===== src/rtl/psd_pkg.sv =====
package psd_pkg;

   typedef enum logic [1:0] {
      OCP_IDLE    = 2'd0,
      OCP_FILTER  = 2'd1,
      OCP_TRIPPED = 2'd2
   } ocp_state_e;

   localparam int unsigned SYNC_BUNDLE_W = 5;
   localparam int unsigned SB_SCLK   = 0;
   localparam int unsigned SB_DIN    = 1;
   localparam int unsigned SB_STROBE = 2;
   localparam int unsigned SB_CLEAR  = 3;
   localparam int unsigned SB_OEN    = 4;

endpackage


===== src/rtl/psd_sync.sv =====
module psd_sync #(
   parameter int unsigned WIDTH   = 1,
   parameter int unsigned STAGES  = 2,
   parameter logic [WIDTH-1:0] RST_VAL = '0
) (
   input  logic             clk,
   input  logic             rst,
   input  logic [WIDTH-1:0] d_i,
   output logic [WIDTH-1:0] q_o
);

   if (STAGES < 2) begin : g_bad_stages
      $error("psd_sync: STAGES must be at least 2");
   end
   if (WIDTH < 1) begin : g_bad_width
      $error("psd_sync: WIDTH must be at least 1");
   end

   logic [WIDTH-1:0] chain [STAGES];

   for (genvar s = 0; s < STAGES; s++) begin : g_stage
      if (s == 0) begin : g_first
         always_ff @(posedge clk) begin
            if (rst) chain[s] <= RST_VAL;
            else     chain[s] <= d_i;
         end
      end else begin : g_next
         always_ff @(posedge clk) begin
            if (rst) chain[s] <= RST_VAL;
            else     chain[s] <= chain[s-1];
         end
      end
   end

   assign q_o = chain[STAGES-1];

endmodule


===== src/rtl/psd_shift_latch.sv =====
module psd_shift_latch #(
   parameter int unsigned NUM_CH = 8
) (
   input  logic              clk,
   input  logic              rst,
   input  logic              sclk_s,
   input  logic              din_s,
   input  logic              clear_s,
   input  logic              strobe_s,
   output logic              shift_rise,
   output logic [NUM_CH-1:0] sreg,
   output logic [NUM_CH-1:0] latch_q
);

   if (NUM_CH < 2) begin : g_bad_ch
      $error("psd_shift_latch: NUM_CH must be at least 2");
   end

   logic sclk_prev;
   logic shift_bit;

   always_ff @(posedge clk) begin
      if (rst) sclk_prev <= 1'b0;
      else     sclk_prev <= sclk_s;
   end

   assign shift_rise = sclk_s & ~sclk_prev;
   assign shift_bit  = clear_s ? 1'b0 : din_s;

   always_ff @(posedge clk) begin
      if (rst) begin
         sreg <= '0;
      end else if (shift_rise) begin
         sreg <= {sreg[NUM_CH-2:0], shift_bit};
      end
   end

   for (genvar i = 0; i < NUM_CH; i++) begin : g_latch
      always_ff @(posedge clk) begin
         if (rst)           latch_q[i] <= 1'b0;
         else if (strobe_s) latch_q[i] <= sreg[i];
      end
   end

endmodule


===== src/rtl/psd_ocp_chan.sv =====
module psd_ocp_chan
   import psd_pkg::*;
#(
   parameter int unsigned FILT_CYCLES = 500
) (
   input  logic clk,
   input  logic rst,
   input  logic ocp_i,
   input  logic drv_req,
   input  logic fault_clr,
   output logic fault_o
);

   if (FILT_CYCLES < 2) begin : g_bad_filt
      $error("psd_ocp_chan: FILT_CYCLES must be at least 2");
   end

   localparam int unsigned CW = $clog2(FILT_CYCLES + 1);
   localparam logic [CW-1:0] LAST = CW'(FILT_CYCLES - 1);

   ocp_state_e    state;
   logic [CW-1:0] cnt;

   always_ff @(posedge clk) begin
      if (rst) begin
         state <= OCP_IDLE;
         cnt   <= '0;
      end else begin
         unique case (state)
            OCP_IDLE: begin
               cnt <= '0;
               if (!fault_clr && ocp_i && drv_req) begin
                  state <= OCP_FILTER;
                  cnt   <= CW'(1);
               end
            end
            OCP_FILTER: begin
               if (fault_clr || !ocp_i || !drv_req) begin
                  state <= OCP_IDLE;
                  cnt   <= '0;
               end else if (cnt == LAST) begin
                  state <= OCP_TRIPPED;
                  cnt   <= '0;
               end else begin
                  cnt <= cnt + CW'(1);
               end
            end
            OCP_TRIPPED: begin
               cnt <= '0;
               if (fault_clr) state <= OCP_IDLE;
            end
            default: begin
               state <= OCP_IDLE;
               cnt   <= '0;
            end
         endcase
      end
   end

   assign fault_o = (state == OCP_TRIPPED);

endmodule


===== src/rtl/prot_sipo_driver.sv =====
module prot_sipo_driver
   import psd_pkg::*;
#(
   parameter int unsigned NUM_CH      = 8,
   parameter int unsigned FILT_CYCLES = 500,
   parameter int unsigned SYNC_STAGES = 2
) (
   input  logic              clk,
   input  logic              rst,
   input  logic              ser_clk_i,
   input  logic              ser_din_i,
   input  logic              strobe_i,
   input  logic              clear_i,
   input  logic              oe_n_i,
   input  logic [NUM_CH-1:0] ocp_i,
   input  logic              therm_i,
   input  logic              uv_i,
   output logic              ser_dout_o,
   output logic [NUM_CH-1:0] drive_o,
   output logic              flag_n_o
);

   if (NUM_CH < 2) begin : g_bad_ch
      $error("prot_sipo_driver: NUM_CH must be at least 2");
   end

   localparam logic [SYNC_BUNDLE_W-1:0] SYNC_RST = SYNC_BUNDLE_W'(1) << SB_OEN;

   logic [SYNC_BUNDLE_W-1:0] pins_raw;
   logic [SYNC_BUNDLE_W-1:0] pins_s;
   logic                     strobe_s;
   logic                     oe_n_s;
   logic                     shift_rise;
   logic [NUM_CH-1:0]        sreg;
   logic [NUM_CH-1:0]        latch_q;
   logic [NUM_CH-1:0]        fault_q;
   logic [NUM_CH-1:0]        drv_req;
   logic                     disabled;

   always_comb begin
      pins_raw            = '0;
      pins_raw[SB_SCLK]   = ser_clk_i;
      pins_raw[SB_DIN]    = ser_din_i;
      pins_raw[SB_STROBE] = strobe_i;
      pins_raw[SB_CLEAR]  = clear_i;
      pins_raw[SB_OEN]    = oe_n_i;
   end

   psd_sync #(
      .WIDTH   (SYNC_BUNDLE_W),
      .STAGES  (SYNC_STAGES),
      .RST_VAL (SYNC_RST)
   ) u_sync (
      .clk (clk),
      .rst (rst),
      .d_i (pins_raw),
      .q_o (pins_s)
   );

   assign strobe_s = pins_s[SB_STROBE];
   assign oe_n_s   = pins_s[SB_OEN];

   psd_shift_latch #(
      .NUM_CH (NUM_CH)
   ) u_chain (
      .clk        (clk),
      .rst        (rst),
      .sclk_s     (pins_s[SB_SCLK]),
      .din_s      (pins_s[SB_DIN]),
      .clear_s    (pins_s[SB_CLEAR]),
      .strobe_s   (strobe_s),
      .shift_rise (shift_rise),
      .sreg       (sreg),
      .latch_q    (latch_q)
   );

   assign disabled = oe_n_s | uv_i;

   for (genvar i = 0; i < NUM_CH; i++) begin : g_chan
      assign drv_req[i] = latch_q[i] & ~disabled & ~therm_i;

      psd_ocp_chan #(
         .FILT_CYCLES (FILT_CYCLES)
      ) u_ocp (
         .clk       (clk),
         .rst       (rst),
         .ocp_i     (ocp_i[i]),
         .drv_req   (drv_req[i]),
         .fault_clr (disabled),
         .fault_o   (fault_q[i])
      );

      assign drive_o[i] = drv_req[i] & ~fault_q[i];
   end

   assign ser_dout_o = sreg[NUM_CH-1];
   assign flag_n_o   = ~((|fault_q) | therm_i);

endmodule


===== config.mk =====
export PLATFORM = sky130hd
export DESIGN_NAME = prot_sipo_driver
export DESIGN_NICKNAME = d
export VERILOG_FILES = /design/src/rtl/psd_pkg.sv /design/src/rtl/psd_sync.sv /design/src/rtl/psd_shift_latch.sv /design/src/rtl/psd_ocp_chan.sv /design/src/rtl/prot_sipo_driver.sv
export SDC_FILE = /design/constraint.sdc
export NUM_CORES = 1
export LEC_CHECK = 0
export BUFFER_PORTS_ARGS = -buffer_cell sky130_fd_sc_hd__buf_4
export CAP_MARGIN = 20
export CELL_PAD_IN_SITES_DETAIL_PLACEMENT = 1
export CELL_PAD_IN_SITES_GLOBAL_PLACEMENT = 2
export CORE_MARGIN = 3
export CORE_UTILIZATION = 34
export DETAILED_ROUTE_END_ITERATION = 10
export GPL_TIMING_DRIVEN = 0
export PLACE_DENSITY_LB_ADDON = 0.1
export SYNTH_ARGS = -nofsm -noshare
export SYNTH_HDL_FRONTEND = slang
export SYNTH_SLANG_ARGS = --single-unit

===== constraint.sdc =====
create_clock -name clk -period 1.9 [get_ports clk]
set_clock_uncertainty 0.2 [all_clocks]
set_input_delay 0.38 -clock clk [delete_from_list [all_inputs] [get_ports clk]]
set_output_delay 0.38 -clock clk [all_outputs]
set_load 0.02 [all_outputs]

Word-level counts from Yosys, hierarchy flattened

Memory sizes are Yosys's and may differ from the RTL's.
Index checks and enable logic that the tools add are counted.

Add/sub/neg operators: 8
$mul: 0
Div/mod/pow operators: 0
Order comparisons: 0
Eq/ne operators: 48
Shifts and indexed selects: 0
Multiplexer cells: 71
Bitwise logic cells: 41
Reduce and logical (&&, ||, !) cells: 66

Operator list:

| cell                                                 | number |
|---|---|
| two-way mux 9 bit                                    | 16 |
| case mux 9 bit (2 select lines)                      | 8 |
| adder 9 x 1 -> 9 bit (second input constant)         | 8 |
| equality test 9 bit (second input constant)          | 8 |
| two-way mux 2 bit                                    | 25 |
| case mux 2 bit (3 select lines)                      | 8 |
| AND 1 bit                                            | 25 |
| != test 3 x 1 -> 1 bit (second input constant)       | 8 |
| AND reduction 3 bit                                  | 8 |
| logical NOT 1 bit                                    | 17 |
| equality test 2 x 1 -> 1 bit (second input constant) | 8 |
| equality test 2 bit (second input constant)          | 8 |
| logical AND 1 bit                                    | 16 |
| logical NOT 2 bit                                    | 8 |
| logical OR 1 bit                                     | 16 |
| != test 2 x 1 -> 1 bit (second input constant)       | 8 |
| != test 2 bit (second input constant)                | 8 |
| two-way mux 1 bit                                    | 12 |
| NOT 1 bit                                            | 12 |
| two-way mux 5 bit                                    | 2 |
| OR reduction 8 bit                                   | 1 |
| bitwise OR 1 bit                                     | 4 |

Register bits after elaboration: 105
Bits in latches: 0
RAM bits: 10
Memory bits (read-only): 0
Bits of input ports: 17
Output and inout port bits: 10
Word-level logic and storage cells: 261
Memories kept: 1

Memory list:

| name         | words | width | rd ports | clocked after memory_dff | write ports | line           | RTL |
|---|---|---|---|---|---|---|---|
| u_sync.chain | 2     | 5     | 2        | 0                        | 2           | psd_sync.sv:19 | `logic [WIDTH-1:0] chain [STAGES];` |

Logic depth before layout (Yosys ltp)

Gate-level depths: netlist of run 1.
An unclocked memory read counts as a cell.

Word-level depth: 9
Depth in mapped cells: 4
Mapped depth without buffers: 4

Modules after synthesis

Synthesis of run 1 repeated with hierarchy kept, for this count alone.

Cells, all modules: 545
Area, all modules: 5172.5 um2

By module, submodules not included:

| module                             | instances | cells an instance | area an instance (um2) | seq. area each (um2) |
|---|---|---|---|---|
| psd_ocp_chan (g_chan[0].u_ocp ...) | 7         | 55                | 513.0                  | 220.2 |
| psd_shift_latch                    | 1         | 64                | 625.6                  | 340.3 |
| psd_ocp_chan (g_chan[7].u_ocp)     | 1         | 53                | 520.5                  | 220.2 |
| psd_sync                           | 1         | 20                | 262.8                  | 200.2 |
| prot_sipo_driver                   | 1         | 23                | 172.7                  | 0.0 |

Worst setup path after synthesis of run 1

Ideal clock, no wire load.

Path type: input port to flip-flop
From: input therm_i
To: register g_chan[5].u_ocp.cnt[5]
Setup time: 0.086 ns
Arrival: 1.603 ns
Required time: 1.614 ns
Path slack: 0.011 ns
Cell stages on the path: 4
Path buffers: 1
Cells stage by stage: or4_4 -> or3_1 -> buf_6 -> a211oi_1

Longest elaborated chain between the ends: 6

RTL lines:

| item                            | line                   | RTL |
|---|---|---|
| start, declared                 | prot_sipo_driver.sv:16 | `input logic therm_i,` |
| NOT 1 bit                       | prot_sipo_driver.sv:80 | `assign drv_req[i] = latch_q[i] & ~disabled & ~therm_i;` |
| AND 1 bit                       | prot_sipo_driver.sv:80 |  |
| logical NOT 1 bit               | psd_ocp_chan.sv:38     | `if (fault_clr \|\| !ocp_i \|\| !drv_req) begin` |
| logical OR 1 bit                | psd_ocp_chan.sv:38     |  |
| two-way mux 9 bit               | psd_ocp_chan.sv:38     |  |
| case mux 9 bit (2 select lines) | psd_ocp_chan.sv:29     | `unique case (state)` |
| end signal, assigned            | psd_ocp_chan.sv:45     | `cnt <= cnt + CW'(1);` |
| end, declared                   | psd_ocp_chan.sv:22     | `logic [CW-1:0] cnt;` |

No other way between the ends.
A chain may end at the register's enable or synchronous reset.

==> flow_results.org, run 1 <==
** Outcome
- Outcome :: finished, violations left
- The final reports fail on setup timing.

** Pwr
- Static leakage :: 2.02 nW
- IR analysis of the VDD net gives a maximum drop of 0.679 mV.
- Final total power :: 5.47 mW
- In this run the power density over the cells is 890 nW/µm².

** Floorplan
- The die is 124 µm wide.
- Cell Rows :: 42
- The initial utilization of the core area, before any placement, comes to 35.1%.
- Die Ht :: 124 µm
- Core Box Area :: 13400 µm²
- Top-Level Pins :: 27
- Die Footprint :: 15300 µm²

** Timing
- The final max-slew violation count came to 0.
- After layout, the minimum clock period comes to 1.96 ns.
- Period utilisation layout :: 103%
- Final hold viol count :: 0
- Max-Slew Margin vs Limit :: 59.1%
- Based on the critical path, the design can be clocked at up to 510 MHz.
- After layout, the worst setup slack is -0.0624 ns.
- RSZ-0062 raised after global routing :: yes
- Setup violations remaining at the end of the flow were counted as 9.
- For the pin with the worst max-slew slack, the measured transition is 0.614 ns.

** Detailed routing
- Once detail routing completed, the nets flagged for antenna violations numbered 0.
- After detailed routing, the number of vias per cell comes to 5.19.
- Number of detailed-route iterations in the first pass :: 6
- Remaining routing DRC violations :: 0
- The final route contains 3917 vias.
- Starting DRT DRC Count :: 182
- Avg WL per Cell :: 14.6 µm
- Final wirelength :: 11000 µm

** Synth
- For this run, the leading register cell type out of synthesis is dfxtp_1.
- In the synthesized netlist, mux cells make up 3.19% of the area.
- Cell types occupying the most area after synthesis :: dfxtp_1 (49%), or3_1 (5.0%), o21ai_0 (3.4%)
- Counting every instance in the synthesized netlist gives 503.
- Flip-flop and latch count after synthesis :: 115
- Adder-cell share of the synthesized area :: 2.13%
- Count of distinct cell types in the synthesized netlist :: 35
- XOR/XNOR share of the synthesized area :: 4.46%
- Async SR Flop Fraction :: 0%
- The share of synthesized area in the top cell type comes to 48.9%.
- Averaged over all synthesized cells, the footprint is 9.36 µm².
- The biggest area contributor in the post-synthesis netlist is dfxtp_1.
- After synthesis the cells add up to 4710 µm².
- Post-Synth Simple-Gate Area :: 25.9%
- Of the synthesized area, sequential elements account for 48.9%.
- Summing the areas of all compound-gate instances in the mapped netlist gives 13.2% of the synthesized area.
- By area, the combinational part of the netlist is dominated by simple AND/OR/NAND/NOR gates.
- The synthesized design contains 0 enable-type register cells.
- For this run, the number of Yosys warnings is 0.
- Mapped Nets :: 528

** CTS
- Bufs on Longest Clock Path :: 2
- Worst skew pair latency :: 0.41 ns
- Max H-tree Level :: 4
- TritonCTS built the clock tree.
- Clock-pin slew was measured on the worst setup and hold paths at 0.05 ns.
- Number of clock buffers inserted by TritonCTS :: 17
- The clock net in this run drives a total of 115 sinks.
- The tree is rooted in a clkbuf_16.

** Hold path
- Hold worst-path end :: g_chan[0].u_ocp.state[1]$_SDFFE_PP0P_
- In this run the most critical hold path is launched from uv_i.
- The tightest min-delay check is of the in -> reg type.
- Worst hold path depth :: 3

** GRT
- The initial antenna violation count was 0.
- Remaining global-route overflow :: 0
- Global routing used 15.6% of the available tracks across all layers.
- Number of global-route vias before repair :: 3875
- The first global-routing pass estimated 18600 µm of wire.
- Maximum number of pins on one net before global-route repair :: 17

** Critical path
- Measured in cells, the most critical reg-to-reg path has a length of 4.
- Maximum fanout along the worst path :: 6
- CP cell instances :: nor3_4 > buf_6 > and3_4 > buf_6
- By startpoint and endpoint, the worst setup path is classified as reg -> out.
- Cell mode on critical path :: buf_6
- The worst setup path is captured at an output pin.
- Reg2Reg Setup Slack :: 0.04 ns
- For this run, the slowest stage of the critical path takes 0.37 ns.
- The worst setup path is launched from a flop.
- Reg-to-Reg Start :: u_sync.chain[1][4]$_SDFF_PP1_
- Data arrival time of the worst path :: 1.38 ns
- Slowest-stage cell, CP :: dfxtp_4
- The endpoint identified for the worst register-to-register timing path is g_chan[1].u_ocp.cnt[4]$_SDFF_PP0_.
- Required time at the worst-slack endpoint :: 1.32 ns

** Place
- Worst setup slack before clock tree synthesis :: -0.693 ns
- Summing all placed instances gives a cell area of 5120 µm².
- IO buf count :: 26
- Placer Congestion :: 0.735
- Half-perimeter wire length after detailed placement :: 7680 µm

** Layout
- Synthesis-to-finish area growth :: 30.4%
- After routing the design area is 6140 µm².
- Share of cells above drive strength 1 :: 22.6%
- Total Nets Final :: 592
- Number of inserted diodes :: 0
- Post-layout utilization of the core :: 45.8%

** Job
- Count of max-cap constraint violations :: 0
==> synthesized netlist by cell type, drive strengths merged, types with 6 or more instances <==
library cell,count
a211oi,20
a21oi,28
and3,12
clkbuf,6
dfxtp,115
ha,8
inv,10
mux2i,15
nand2,19
nand2b,10
nand3,25
nand4,17
nand4bb,8
nor2,40
nor2b,9
nor3,23
o21ai,37
o21bai,8
or3,38
xnor2,15
xor2,9
==> worst max-delay path: cells and delay by family (launching register included) <==
family        cells  cell delay (ns)
flops             1             0.37
buf+inv           2             0.26
simple gates      2             0.34
==> layer usage <==
metal	vias up	GRT usage, %	wire length (µm)
li1	1978	-	-
met1	1898	19.8	5300
met3	15	4.95	278
met2	26	24.7	5250
met4	0	6.02	171
met5	-	0	0
==> worst max path at each step <==
stage / start / end / slack, ns / depth (start not counted)
CTS: u_sync.chain[1][4]$_SDFF_PP1_ / drive_o[7] / -0.14 / 4
detailed placement: therm_i / g_chan[4].u_ocp.cnt[7]$_SDFF_PP0_ / -0.69 / 4
floorplan: therm_i / g_chan[5].u_ocp.cnt[5]$_SDFF_PP0_ / 0.01 / 4
finish: u_sync.chain[1][4]$_SDFF_PP1_ / drive_o[2] / -0.06 / 4
global route: u_sync.chain[1][4]$_SDFF_PP1_ / drive_o[7] / -0.14 / 4
global placement: therm_i / g_chan[4].u_ocp.cnt[8]$_SDFF_PP0_ / -0.69 / 4
==> state kept, by name (all words and copies together), names as in the netlist <==
signal and cells:
u_chain.latch_q 8, u_sync.chain 10, g_chan.u_ocp.cnt 72, u_chain.sclk_prev 1, u_chain.sreg 8, g_chan.u_ocp.state 16
==> cells by family (layout without fill, tap and decap cells) <==
kind of cell    after synthesis  count (layout)
mux                          15              15
flops                       115             115
buf+inv                      21              97
simple gates                217             217
fa+ha+maj                     8               8
compound gates              103             103
xor+xnor                     24              24
==> area by class of cell <==
class | count | area, µm²
Inverter | 10 | 37.5
Tap cell | 176 | 220
Buffer | 11 | 66.3
Fill cell | 1528 | 7260
Multi-Input combinational cell | 367 | 2540
Clock buffer | 26 | 499
Sequential cell | 115 | 2330
Clock inverter | 5 | 50.0
Timing Repair Buffer | 45 | 388
==> placed cells by master, fill, tap and decap left out, types with 3 or more instances in the layout <==
cell type        n
nand2b_4         8
and3_1           4
inv_1           10
clkbuf_8         4
nand4bb_1        8
xor2_1           9
a211oi_2        10
and3_4           8
mux2i_1         15
buf_6           13
dlygate4sd3_1    5
nor3_1          20
nand4_1         17
or2_2            4
nor2_1          40
or3_1           35
o21ai_2          3
nor2b_1          9
o21ai_0         32
dfxtp_4          8
dfxtp_1        106
clkbuf_16       17
a211oi_1        10
ha_1             8
or3_4            3
a21oi_1         28
nand3_1         24
and3b_1          3
buf_4           30
nand4b_1         3
o21bai_1         8
clkbuf_1        11
clkinv_2         4
xnor2_1         15
nand2_1         19
a31o_2           5
==> report_power, final <==
group | total [mW] | switching [mW] | leakage [nW] | internal [mW]
combinational | 0.0862 | 0.0397 | 0.816 | 0.0464
clock | 2.96 | 1.04 | 0.274 | 1.92
sequential | 2.42 | 0.00422 | 0.934 | 2.42
==> metrics by stage <==
step / setup TNS [ns] / hold slack, ns / std cells
final: -0.423 / 0.128 / 755
after global routing: -1.15 / 0.122 / 755
after CTS: -1.17 / 0.105 / 749
after detailed placement: -35.28 / 0.197 / 705
after global placement: -33.23 / 0.200 / 705
after floorplan: 0 / 0.189 / 503
==> repair_timing <==
action,CTS,global route
setup endpoints to repair,52,62
endpoints found under the hold margin,5,0
pin swaps,3,4
resized for setup,29,40
setup buffers,8,6
hold buffers,5,0
Note: power is estimated with default switching activity, not from simulation.
==> run 2: changes to the inputs <==
--- a/config.mk
+++ b/config.mk
@@ -9,11 +9,11 @@
 export CAP_MARGIN = 20
 export CELL_PAD_IN_SITES_DETAIL_PLACEMENT = 1
 export CELL_PAD_IN_SITES_GLOBAL_PLACEMENT = 2
-export CORE_MARGIN = 3
-export CORE_UTILIZATION = 34
+export CORE_UTILIZATION = 40
 export DETAILED_ROUTE_END_ITERATION = 10
 export GPL_TIMING_DRIVEN = 0
 export PLACE_DENSITY_LB_ADDON = 0.1
+export RECOVER_POWER = 100
 export SYNTH_ARGS = -nofsm -noshare
 export SYNTH_HDL_FRONTEND = slang
 export SYNTH_SLANG_ARGS = --single-unit
==> constraint.sdc (replaced) <==
create_clock -name clk -period 2.5 [get_ports clk]
set_clock_uncertainty 0.2 [all_clocks]
set_input_delay 0.5 -clock clk [delete_from_list [all_inputs] [get_ports clk]]
set_output_delay 0.5 -clock clk [all_outputs]
set_load 0.02 [all_outputs]
==> run 2 against run 1 <==
  * Highest routed layer unchanged
  * Critical path depth is 1 lower
  * Register-to-register slack better by 0.25 ns
  * Largest power group unchanged
  * Clock-buffer cell count fell by 4
  * Clock power is 6% lower
  * Final cell count fell by 6.8%
  * The run now ends clean
  * Die area down 20%
  * Sequential share of layout area rose by 2.3 points
  * First-iteration DRC count fell by 9.9%
  * Sequential cell count is the same
  * Design area down 6.9%
  * Non-clock buffer count shrank 19
  * Total power down 14%
==> flow_results.org, run 2 (synthesized netlist as in run 1, its figures left out) <==
** Outcome
- The flow ran to the end, and the final reports show no timing, DRC or antenna violations.

** Hold path
- The startpoint identified for the worst hold timing path is oe_n_i.
- Class of the tightest hold or removal check :: in -> reg
- The number of stages on the worst hold path was 2 (-1).
- The worst hold path terminates at u_sync.chain[0][4]$_SDFF_PP1_.

** Floorplan
- Cell Rows :: 39 (-7.1%)
- The width of the chip came to 111 µm (-11%).
- Starting density of the core :: 41.1% (+5.9 points)
- The number of placed I/O pins is 27 (unchanged).
- The area of the placeable core is 11500 µm² (-14%).
- The y dimension of the die was 111 µm (-11%).
- Die Footprint :: 12200 µm² (-20%)

** CTS
- The CTS clock-pin slew for the worst setup and hold paths is 0.05 ns (about the same).
- The post-cts hold buffer count was 0 (-5).
- In this run the clock root is driven by a clkbuf_16.
- The count of clock tree sinks came to 115 (unchanged).
- The clock tree buffer depth was 2 (unchanged).
- The total number of H-tree levels came to 4 (unchanged).
- The total clock buffers created by CTS is 17 (unchanged).
- TritonCTS built the clock tree.
- Worst skew pair latency :: 0.42 ns (about the same)

** Timing
- The remaining max-slew budget at the tightest pin is 32.2% (-27 points).
- Final number of setup-violating endpoints :: 0 (-9)
- The count of endpoints failing hold in the final timing report was 0 (unchanged).
- Setup repair after global routing left no endpoint under its margin.
- The routed design could run at a clock period as short as 2.38 ns.
- Period utilisation layout :: 95.2%
- Maximum achievable frequency :: 420 MHz
- The final max-slew violation count is 0 (unchanged).
- The final worst setup slack is 0.121 ns (+0.183 ns).
- The worst-margin pin slew came to 1.01 ns (+0.395 ns).

** Critical path
- STA classifies the critical path endpoint as an output pin.
- The startpoint identified for the worst register-to-register timing path is u_sync.chain[1][4]$_SDFF_PP1_.
- Kind of cell adding the most delay to the critical path :: simple AND/OR/NAND/NOR gates
- The critical-path maximum fanout came to 8 (+2).
- Reg2Reg Setup Slack :: 0.29 ns (+0.25 ns)
- For this design, the slowest cell found on the critical path is nor3_2.
- The count of buffering cells on the critical path with inverters included is 1 (-1).
- The worst setup path is launched from a flop.
- The maximum cell stage delay along the critical path is 0.43 ns (+0.06 ns).
- Worst-case reg-to-reg path depth :: 3 (-1)
- Reg-to-Reg End :: g_chan[0].u_ocp.cnt[7]$_SDFF_PP0_
- Data arrival time of the worst path :: 1.68 ns (+0.30 ns)
- CP cell instances :: nor3_2 > and3_1 > clkbuf_2
- Required time at the worst-slack endpoint :: 1.80 ns (+0.48 ns)
- Type of the setup path with the least slack :: reg -> out

** Pwr
- The largest vdd supply drop was 0.701 mV (+3.2%).
- Static leakage :: 1.94 nW (-4.4%)
- The power per standard cell area is 820 nW/µm² (-7.9%).

** Place
- The count of port buffers added during placement is 26 (unchanged).
- The placer's final routability congestion estimate is 0.718 (-2.3%).
- The worst slack after detailed placement came to -0.204 ns (+0.490 ns).
- DP Cell Count :: 672 (-4.7%)
- The estimated wirelength of the detail-placed design came to 7490 µm (-2.4%).

** Layout
- Number of inserted diodes :: 0 (unchanged)
- Top register by number of flip-flops :: g_chan.u_ocp.cnt
- The fraction of layout cells with a size suffix above 1 is 11.9% (-11 points).
- The top cell types in the final layout, fill and taps aside, are dfxtp_1 (115), nor2_1 (40), or3_1 (38).
- The post-layout net count is 573 (-3.2%).
- Biggest regs :: g_chan.u_ocp.cnt (72), g_chan.u_ocp.state (16), u_sync.chain (10)
- The flip-flop count of the largest register, all copies and words added came to 72 (unchanged).
- The final standard cell count with taps included and fillers excluded is 704 (-6.8%).
- Most common library cell in the layout ignoring fill and taps :: dfxtp_1
- From synthesis to final layout, the design area changed by 21.4%.

** GRT
- Global-route usage over all layers :: 19.1% (+3.5 points)
- The number of global-route vias before repair is 3831 (-1.1%).
- The final global-route overflow total came to 0 (unchanged).
- The initial antenna violation count was 0 (unchanged).
- The largest net degree at the start of global routing is 17 (unchanged).
- First-pass GRT wire length :: 18400 µm (-1.3%)

** Detailed routing
- Antenna-violating nets left :: 0 (unchanged)
- The count of unresolved DRC violations after routing came to 0 (unchanged).
- The DRC marker count from the first detailed-route iteration is 164 (-9.9%).
- Ratio of routed vias to standard cells :: 5.41 (+4.3%)
- Number of detailed-route iterations in the first pass :: 4 (-2)
- The total number of vias was 3808 (-2.8%).
- Avg WL per Cell :: 15.3 µm (+4.8%)
- Final wirelength :: 10700 µm (-2.3%)

** Job
- Count of max-cap constraint violations :: 0 (unchanged)
## run 2: changes by cell type in the layout (fill, tap and decap cells not counted), moves of 9 or more
cell	before	now
a211oi_1	10	20
a211oi_2	10	0
buf_4	30	16
buf_6	13	0
dfxtp_1	106	115
## run 2: routing by layer
metal  up-vias  global-route usage, %  part of all wire [%]
met1      1825                   23.0                    47
met3        12                   6.31                   2.9
met4         0                   8.27                   1.7
met5         -                      0                     0
li1       1941                      -                     -
met2        30                   31.0                    48
## run 2: layout make-up
class,count,area [µm²]
Multi-Input combinational cell,367,2300
Sequential cell,115,2300
Inverter,10,37.5
Tap cell,143,179
Clock inverter,10,200
Timing Repair Buffer,26,168
Clock buffer,22,484
Buffer,11,41.3
Fill cell,1318,5750
## run 2: how the worst max path moves through the flow
stage	endpoint	from	cells after the start
floorplan	g_chan[5].u_ocp.cnt[5]$_SDFF_PP0_	therm_i	4
global placement	g_chan[4].u_ocp.cnt[5]$_SDFF_PP0_	therm_i	4
detailed placement	g_chan[6].u_ocp.cnt[6]$_SDFF_PP0_	therm_i	4
CTS	flag_n_o	g_chan[3].u_ocp.state[0]$_SDFFE_PP0P_	4
global route	drive_o[6]	u_sync.chain[1][4]$_SDFF_PP1_	3
finish	drive_o[6]	u_sync.chain[1][4]$_SDFF_PP1_	3
## run 2: stage by stage
stage	cell area [µm²]	utilization (%)	power, mW	setup TNS (ns)	hold WS [ns]
global placement	5080	44.3	1.94	-3.05	0.200
global route	5720	49.9	4.83	0	0.0743
detailed placement	5080	44.3	1.94	-3.74	0.196
floorplan	4710	-	1.91	0	0.189
finish	5720	49.9	4.69	0	0.0879
CTS	5770	50.3	4.75	0	0.0675
## run 2: what timing repair did
action	4_1_cts	5_1_grt
setup buffers	0	0
setup endpoints to repair	8	0
resized for setup	1	0
## run 2: power by group
part / switching (mW) / internal (mW) / leakage (nW)
sequential: 0.00289 / 1.84 / 0.928
combinational: 0.0261 / 0.0275 / 0.668
clock: 0.824 / 1.97 / 0.340
total: 0.853 / 3.84 / 1.94
